$ cat config.mk
export PLATFORM = sky130hd
export DESIGN_NAME = bswap_exec
export DESIGN_NICKNAME = d
export VERILOG_FILES = /design/src/rtl/bswap_pkg.sv /design/src/rtl/bswap_decode.sv /design/src/rtl/bswap_swap.sv /design/src/rtl/bswap_regfile.sv /design/src/rtl/bswap_exec.sv
export SDC_FILE = /design/constraint.sdc
export NUM_CORES = 2
export LEC_CHECK = 0
export BUFFER_PORTS_ARGS = -buffer_cell sky130_fd_sc_hd__buf_2
export CORE_UTILIZATION = 59
export DETAILED_ROUTE_END_ITERATION = 6
export PLACE_DENSITY_LB_ADDON = 0.1
export SLEW_MARGIN = 40
export SYNTH_ARGS = -nofsm -noshare
export SYNTH_HDL_FRONTEND = slang
export SYNTH_SLANG_ARGS = --single-unit
$ cat constraint.sdc
create_clock -name clk -period 8.1 [get_ports clk]
set_clock_uncertainty 0.15 [all_clocks]
set_input_delay 1.215 -clock clk [delete_from_list [all_inputs] [get_ports clk]]
set_output_delay 1.215 -clock clk [all_outputs]
set_load 0.03 [all_outputs]
$ cat src/rtl/bswap_pkg.sv
`timescale 1ns/1ps
// Shared types for the byte-swap execution unit.
// Assumes a 64-bit datapath; the kinds name the three result forms.
package bswap_pkg;
    typedef enum logic [1:0] {
        SW_ZERO16 = 2'd0,
        SW_REV32  = 2'd1,
        SW_REV64  = 2'd2
    } sw_kind_e;

    localparam logic [1:0] MODE_16 = 2'b00;
endpackage

$ cat src/rtl/bswap_decode.sv
`timescale 1ns/1ps
// Target/width decode for the byte-swap operation.
// Turns opcode low bits, extension bits, override and mode into a register
// index and a result kind. Assumes mode[1] marks 64-bit mode.
module bswap_decode
    import bswap_pkg::*;
#(
    parameter int IDX_W = 4
) (
    input  logic [IDX_W-2:0] opc_lo,
    input  logic             ext_w,
    input  logic             ext_b,
    input  logic             ovr,
    input  logic [1:0]       mode,
    output logic [IDX_W-1:0] idx,
    output sw_kind_e         kind,
    output logic             clr_hi
);
    logic long_mode;
    logic narrow;

    // Decide index extension, operand width and upper-half treatment.
    always_comb begin
        long_mode = mode[1];
        narrow    = (mode == MODE_16) ^ ovr;
        idx       = {long_mode & ext_b, opc_lo};
        clr_hi    = long_mode;
        if (long_mode && ext_w)
            kind = SW_REV64;
        else if (narrow)
            kind = SW_ZERO16;
        else
            kind = SW_REV32;
    end
endmodule

$ cat src/rtl/bswap_swap.sv
`timescale 1ns/1ps
// Result former: full byte reversal, low-half byte reversal, or low-16 clear.
// Assumes DATA_W is a multiple of 16 bits.
module bswap_swap
    import bswap_pkg::*;
#(
    parameter int DATA_W = 64
) (
    input  logic [DATA_W-1:0] src,
    input  sw_kind_e          kind,
    input  logic              clr_hi,
    output logic [DATA_W-1:0] result
);
    localparam int NBYTES = DATA_W / 8;
    localparam int HALF_W = DATA_W / 2;
    localparam int HBYTES = NBYTES / 2;
    localparam int ZERO_W = 16;

    logic [DATA_W-1:0] rev_full;
    logic [HALF_W-1:0] rev_half;

    // Wire-only byte reversals for both widths.
    for (genvar g = 0; g < NBYTES; g++) begin : g_full
        assign rev_full[g*8 +: 8] = src[(NBYTES-1-g)*8 +: 8];
    end
    for (genvar h = 0; h < HBYTES; h++) begin : g_half
        assign rev_half[h*8 +: 8] = src[(HBYTES-1-h)*8 +: 8];
    end

    // Select the result form.
    always_comb begin
        unique case (kind)
            SW_REV64:  result = rev_full;
            SW_ZERO16: result = {src[DATA_W-1:ZERO_W], {ZERO_W{1'b0}}};
            default:   result = {clr_hi ? {HALF_W{1'b0}} : src[DATA_W-1:HALF_W], rev_half};
        endcase
    end
endmodule

$ cat src/rtl/bswap_regfile.sv
`timescale 1ns/1ps
// General register file: one execution write port, one load port,
// two combinational read ports. Execution write has priority on a collision.
module bswap_regfile #(
    parameter int DEPTH  = 16,
    parameter int DATA_W = 64,
    localparam int IDX_W = $clog2(DEPTH)
) (
    input  logic              clk,
    input  logic              rst_n,
    input  logic              wr_en,
    input  logic [IDX_W-1:0]  wr_idx,
    input  logic [DATA_W-1:0] wr_data,
    input  logic              ld_en,
    input  logic [IDX_W-1:0]  ld_idx,
    input  logic [DATA_W-1:0] ld_data,
    input  logic [IDX_W-1:0]  ra_idx,
    output logic [DATA_W-1:0] ra_data,
    input  logic [IDX_W-1:0]  rb_idx,
    output logic [DATA_W-1:0] rb_data
);
    logic [DATA_W-1:0] regs [DEPTH];

    for (genvar g = 0; g < DEPTH; g++) begin : g_ent
        // Per-entry storage with clear, execution write, then load.
        always_ff @(posedge clk) begin
            if (!rst_n)
                regs[g] <= '0;
            else if (wr_en && wr_idx == IDX_W'(g))
                regs[g] <= wr_data;
            else if (ld_en && ld_idx == IDX_W'(g))
                regs[g] <= ld_data;
        end
    end

    assign ra_data = regs[ra_idx];
    assign rb_data = regs[rb_idx];
endmodule

$ cat src/rtl/bswap_exec.sv
`timescale 1ns/1ps
// Byte-swap execution unit: decode target and width, read the register,
// form the result and write it back at the accepting edge; pulse done after.
// Assumes the request is already identified as a byte-swap operation.
module bswap_exec
    import bswap_pkg::*;
#(
    parameter int NREGS  = 16,
    parameter int DATA_W = 64,
    localparam int IDX_W = $clog2(NREGS)
) (
    input  logic              clk,
    input  logic              rst_n,
    input  logic              req_valid,
    input  logic [7:0]        opcode,
    input  logic              rex_w,
    input  logic              rex_r,
    input  logic              rex_x,
    input  logic              rex_b,
    input  logic              opsize_ovr,
    input  logic [1:0]        mode,
    input  logic              ld_en,
    input  logic [IDX_W-1:0]  ld_idx,
    input  logic [DATA_W-1:0] ld_data,
    input  logic [IDX_W-1:0]  rd_idx,
    output logic [DATA_W-1:0] rd_data,
    output logic              done
);
    logic [IDX_W-1:0]  tgt_idx;
    sw_kind_e          kind;
    logic              clr_hi;
    logic [DATA_W-1:0] src;
    logic [DATA_W-1:0] res;
    logic              unused_bits;

    // R and X extension bits and opcode high bits carry no meaning here.
    assign unused_bits = ^{rex_r, rex_x, opcode[7:IDX_W-1]};

    bswap_decode #(.IDX_W(IDX_W)) u_dec (
        .opc_lo (opcode[IDX_W-2:0]),
        .ext_w  (rex_w),
        .ext_b  (rex_b),
        .ovr    (opsize_ovr),
        .mode   (mode),
        .idx    (tgt_idx),
        .kind   (kind),
        .clr_hi (clr_hi)
    );

    bswap_regfile #(.DEPTH(NREGS), .DATA_W(DATA_W)) u_rf (
        .clk     (clk),
        .rst_n   (rst_n),
        .wr_en   (req_valid),
        .wr_idx  (tgt_idx),
        .wr_data (res),
        .ld_en   (ld_en),
        .ld_idx  (ld_idx),
        .ld_data (ld_data),
        .ra_idx  (tgt_idx),
        .ra_data (src),
        .rb_idx  (rd_idx),
        .rb_data (rd_data)
    );

    bswap_swap #(.DATA_W(DATA_W)) u_swap (
        .src    (src),
        .kind   (kind),
        .clr_hi (clr_hi),
        .result (res)
    );

    // Completion pulse one cycle after an accepted request.
    always_ff @(posedge clk) begin
        if (!rst_n) done <= 1'b0;
        else        done <= req_valid;
    end

    AST_DONE_FOLLOWS_REQ: assert property (@(posedge clk) disable iff (!rst_n)
        req_valid |=> done);
    AST_NO_SPURIOUS_DONE: assert property (@(posedge clk) disable iff (!rst_n)
        done |-> $past(req_valid));
    AST_LEGACY_LOW_BANK: assert property (@(posedge clk) disable iff (!rst_n)
        (req_valid && !mode[1]) |-> !tgt_idx[IDX_W-1]);
    AST_ZERO16_FORM: assert property (@(posedge clk) disable iff (!rst_n)
        (req_valid && kind == SW_ZERO16) |->
            (res[15:0] == 16'h0 && res[DATA_W-1:16] == src[DATA_W-1:16]));
    AST_REV64_ENDS: assert property (@(posedge clk) disable iff (!rst_n)
        (req_valid && kind == SW_REV64) |->
            (res[7:0] == src[DATA_W-1:DATA_W-8] && res[DATA_W-1:DATA_W-8] == src[7:0]));
    AST_LONG_CLEARS_UPPER: assert property (@(posedge clk) disable iff (!rst_n)
        (req_valid && mode[1] && kind == SW_REV32) |-> res[DATA_W-1:DATA_W/2] == '0);
endmodule

==> qor.txt <==
outcome = finished, violations left
failing checks = design-rule violations
Worst Path Required = 8.40 ns
Leak = 21.99 nW
share of layout cells above drive strength 1 = 0.2568
total number of vias = 45.82k
Critical Path AT = 5.79 ns
adder-cell share of the synthesized area = 0
Fmax = 0.1822 GHz
Hold Fails Final Rpt = 0
Initial Utilization = 0.5983
Hold WC Path Type = input pin to flip-flop
leading register cell type out of synthesis = edfxtp_1
power per standard cell area = 203.6 nW/um^2
Synth area leader = edfxtp_1
Slew Viols, Final = 0
DIE AREA = 101500 sq um
slowest CP cell = a221oi_1
critical path class = input pin to flip-flop
CTS tree = yes
final setup violation count = 0
IO buf count = 148
most frequent cells in the layout = edfxtp_1, a22o_1, nand2_1, mux4_2, o21ai_0
number of global-route vias before repair = 43.90k
Hold-fix buffers, CTS = 0
VDD IR-drop max = 159.6 uV
Syn Nets = 4442
CP max FO = 59
per-cell routed wire length = 41.53 um
Layout area overhead = 9.160%
GPL Wtd Cong = 0.9758
postcts setup bufs = 0
syn_area_per_cell = 13.59 sq um
Design Power = 13.14 mW
xor/xnor cell area share of the yosys netlist = 0.0001481
remaining global-route overflow = 0
Crit path largest cell delay = 0.79 ns
Synth top area share = 0.5199
RSZ-0062 raised after global routing = false
initial antenna violation count = 31
min Tclk post-route = 5.489 ns
Fillers = 7046
final period utilization = 0.6776
mux contribution to synthesized area = 0.2275
Clock Tree Root = clkbuf_16
Max H-tree Level = 3
Max Buffers Root-to-Sink = 3
antenna-violating nets left = 0
compound-cell area share of the yosys netlist = 0.1630
post-cts resize count = 0
combinational family with the most area after synthesis = multiplexers
#FFs+latches synth = 1025
pin count of the biggest net entering global routing = 89
EDFF count, synth = 1024
Clock transition at path regs = 0.06 ns
Post-Synth Simple-Gate Area = 0.04660
Cell Area, Synth = 59140 sq um
crit start category = input pin
CTS Sinks = 1025
fin nets = 4276
Slew HR = 0.3050
crit end category = flip-flop
worst path cell trace = buf_2 -> nand2_8 -> buf_4 -> mux4_2 -> mux2_2 -> a221oi_1 -> nand2_1 -> a22o_1
clock latency at the later pin of the worst-skew pair = 0.72 ns
Die H = 318.6 um
FFs w/ async S/R, synth = 0
gr usage total = 0.4524
total negative slack = 0 ns
Area contributors post-synth = edfxtp_1, mux4_2, a22o_1
Horiz. Die Dim = 318.6 um
Row Count = 115
DRC viols = 14
Via density = 8.218
post-synthesis sequential area ratio = 0.5202
DRT iter0 DRCs = 9033
DRT Wirelength = 231500 um
Worst Tran Pin Value = 1.042 ns
Post-DP HPWL = 132100 um
max_cap viols = 0
number of CTS-inserted buffers = 110
I/O pins = 156
Netlist cell types = 53
Pre-antenna DRT Iters = 7
commonest non-fill, non-tap cell in the layout = edfxtp_1
Core Area = 98850 sq um
yosys warns = 0
first-pass GRT wire length = 321700 um
number of cells produced by synthesis = 4351
metal layers:
metal  wire [um]  global-route usage  part of all wire
met1       76790              0.5884              0.33
met2       98410              0.6379              0.43
met3       41110              0.1895              0.18
met4       15000              0.2607             0.065
met5         231            0.005674            0.0010
path summary, 6_finish.rpt:
path	cells after the start	start	to	slack (ns)
worst max-delay path	8	mode[1]	u_rf.regs[8][12]	2.61
worst max register to register	5	u_rf.regs[3][17]	u_rf.regs[10][9]	4.37
worst min register to register	5	u_rf.regs[14][39]	u_rf.regs[0][39]	0.99
worst min-delay path	3	ld_data[61]	u_rf.regs[2][61]	0.86
stage by stage:
| stage | hold slack [ns] | area (sq um) | cells | setup slack (ns) | utilization |
|---|---|---|---|---|---|
| final | 0.8624 | 64560 | 5576 | 2.611 | 0.6531 |
| after global routing | 0.8698 | 64540 | 5567 | 2.629 | 0.6529 |
| after CTS | 0.8413 | 64360 | 5553 | 2.805 | 0.6511 |
| after detailed placement | 0.9674 | 61140 | 5355 | 2.415 | 0.6185 |
| after global placement | 1.074 | 60770 | 5346 | 2.429 | 0.6148 |
| after floorplan | 0.8416 | 59140 | 4351 | 1.693 | - |
critical path: cells and delay by family:
kind | cells | cell delay [ns]
AO/OA/AOI/OAI | 2 | 1.15
multiplexers | 2 | 0.98
AND/OR/NAND/NOR | 2 | 1.33
buffers and inverters | 2 | 0.99
registers in the layout (all words and copies together) (netlist names):
| signal | cells |
|---|---|
| done | 1 |
| u_rf.regs | 1024 |
cell families after synthesis:
group                  count (synthesis)
buffers and inverters                594
AO/OA/AOI/OAI                       1329
XOR/XNOR                               1
AND/OR/NAND/NOR                      684
flip-flops                          1025
multiplexers                         718
cell type report:
type,instances,area [sq um],area share
flip-flops and latches,1025,30770,0.4766
multi-input cells,2732,26610,0.4121
clock buffers,152,2974,0.04607
repair buffers,312,2298,0.03560
well taps,1287,1610,0.02494
clock inverters,46,244.0,0.003779
diodes,18,45.04,0.0006977
inverters,4,15.01,0.0002326
power breakdown:
group | internal (mW) | total [mW] | switching [mW]
combinational | 0.708 | 2.18 | 1.48
clock | 2.60 | 4.72 | 2.12
sequential | 6.12 | 6.24 | 0.128
total | 9.42 | 13.1 | 3.72
cell usage after synthesis, drive strengths merged, types with 2 or more instances:
master and n:
nor3 32, inv 3, mux2i 145, and3b 2, a21oi 36, nand3 24
o22ai 39, buf 212, o21ai 482, a222oi 32, a31oi 16, nand3b 3
a22oi 39, a221oi 44, nand2b 2, o211ai 3, mux4 493, mux2 80
a21o 2, a32oi 5, nor2 46, nor2b 9, a2111oi 4, nand2 542
edfxtp 1024, and3 2, o211a 14, o221ai 7, a211oi 18, and2 18
a22o 582, nor3b 2, clkbuf 378
Power figures use the tool's default switching activity.
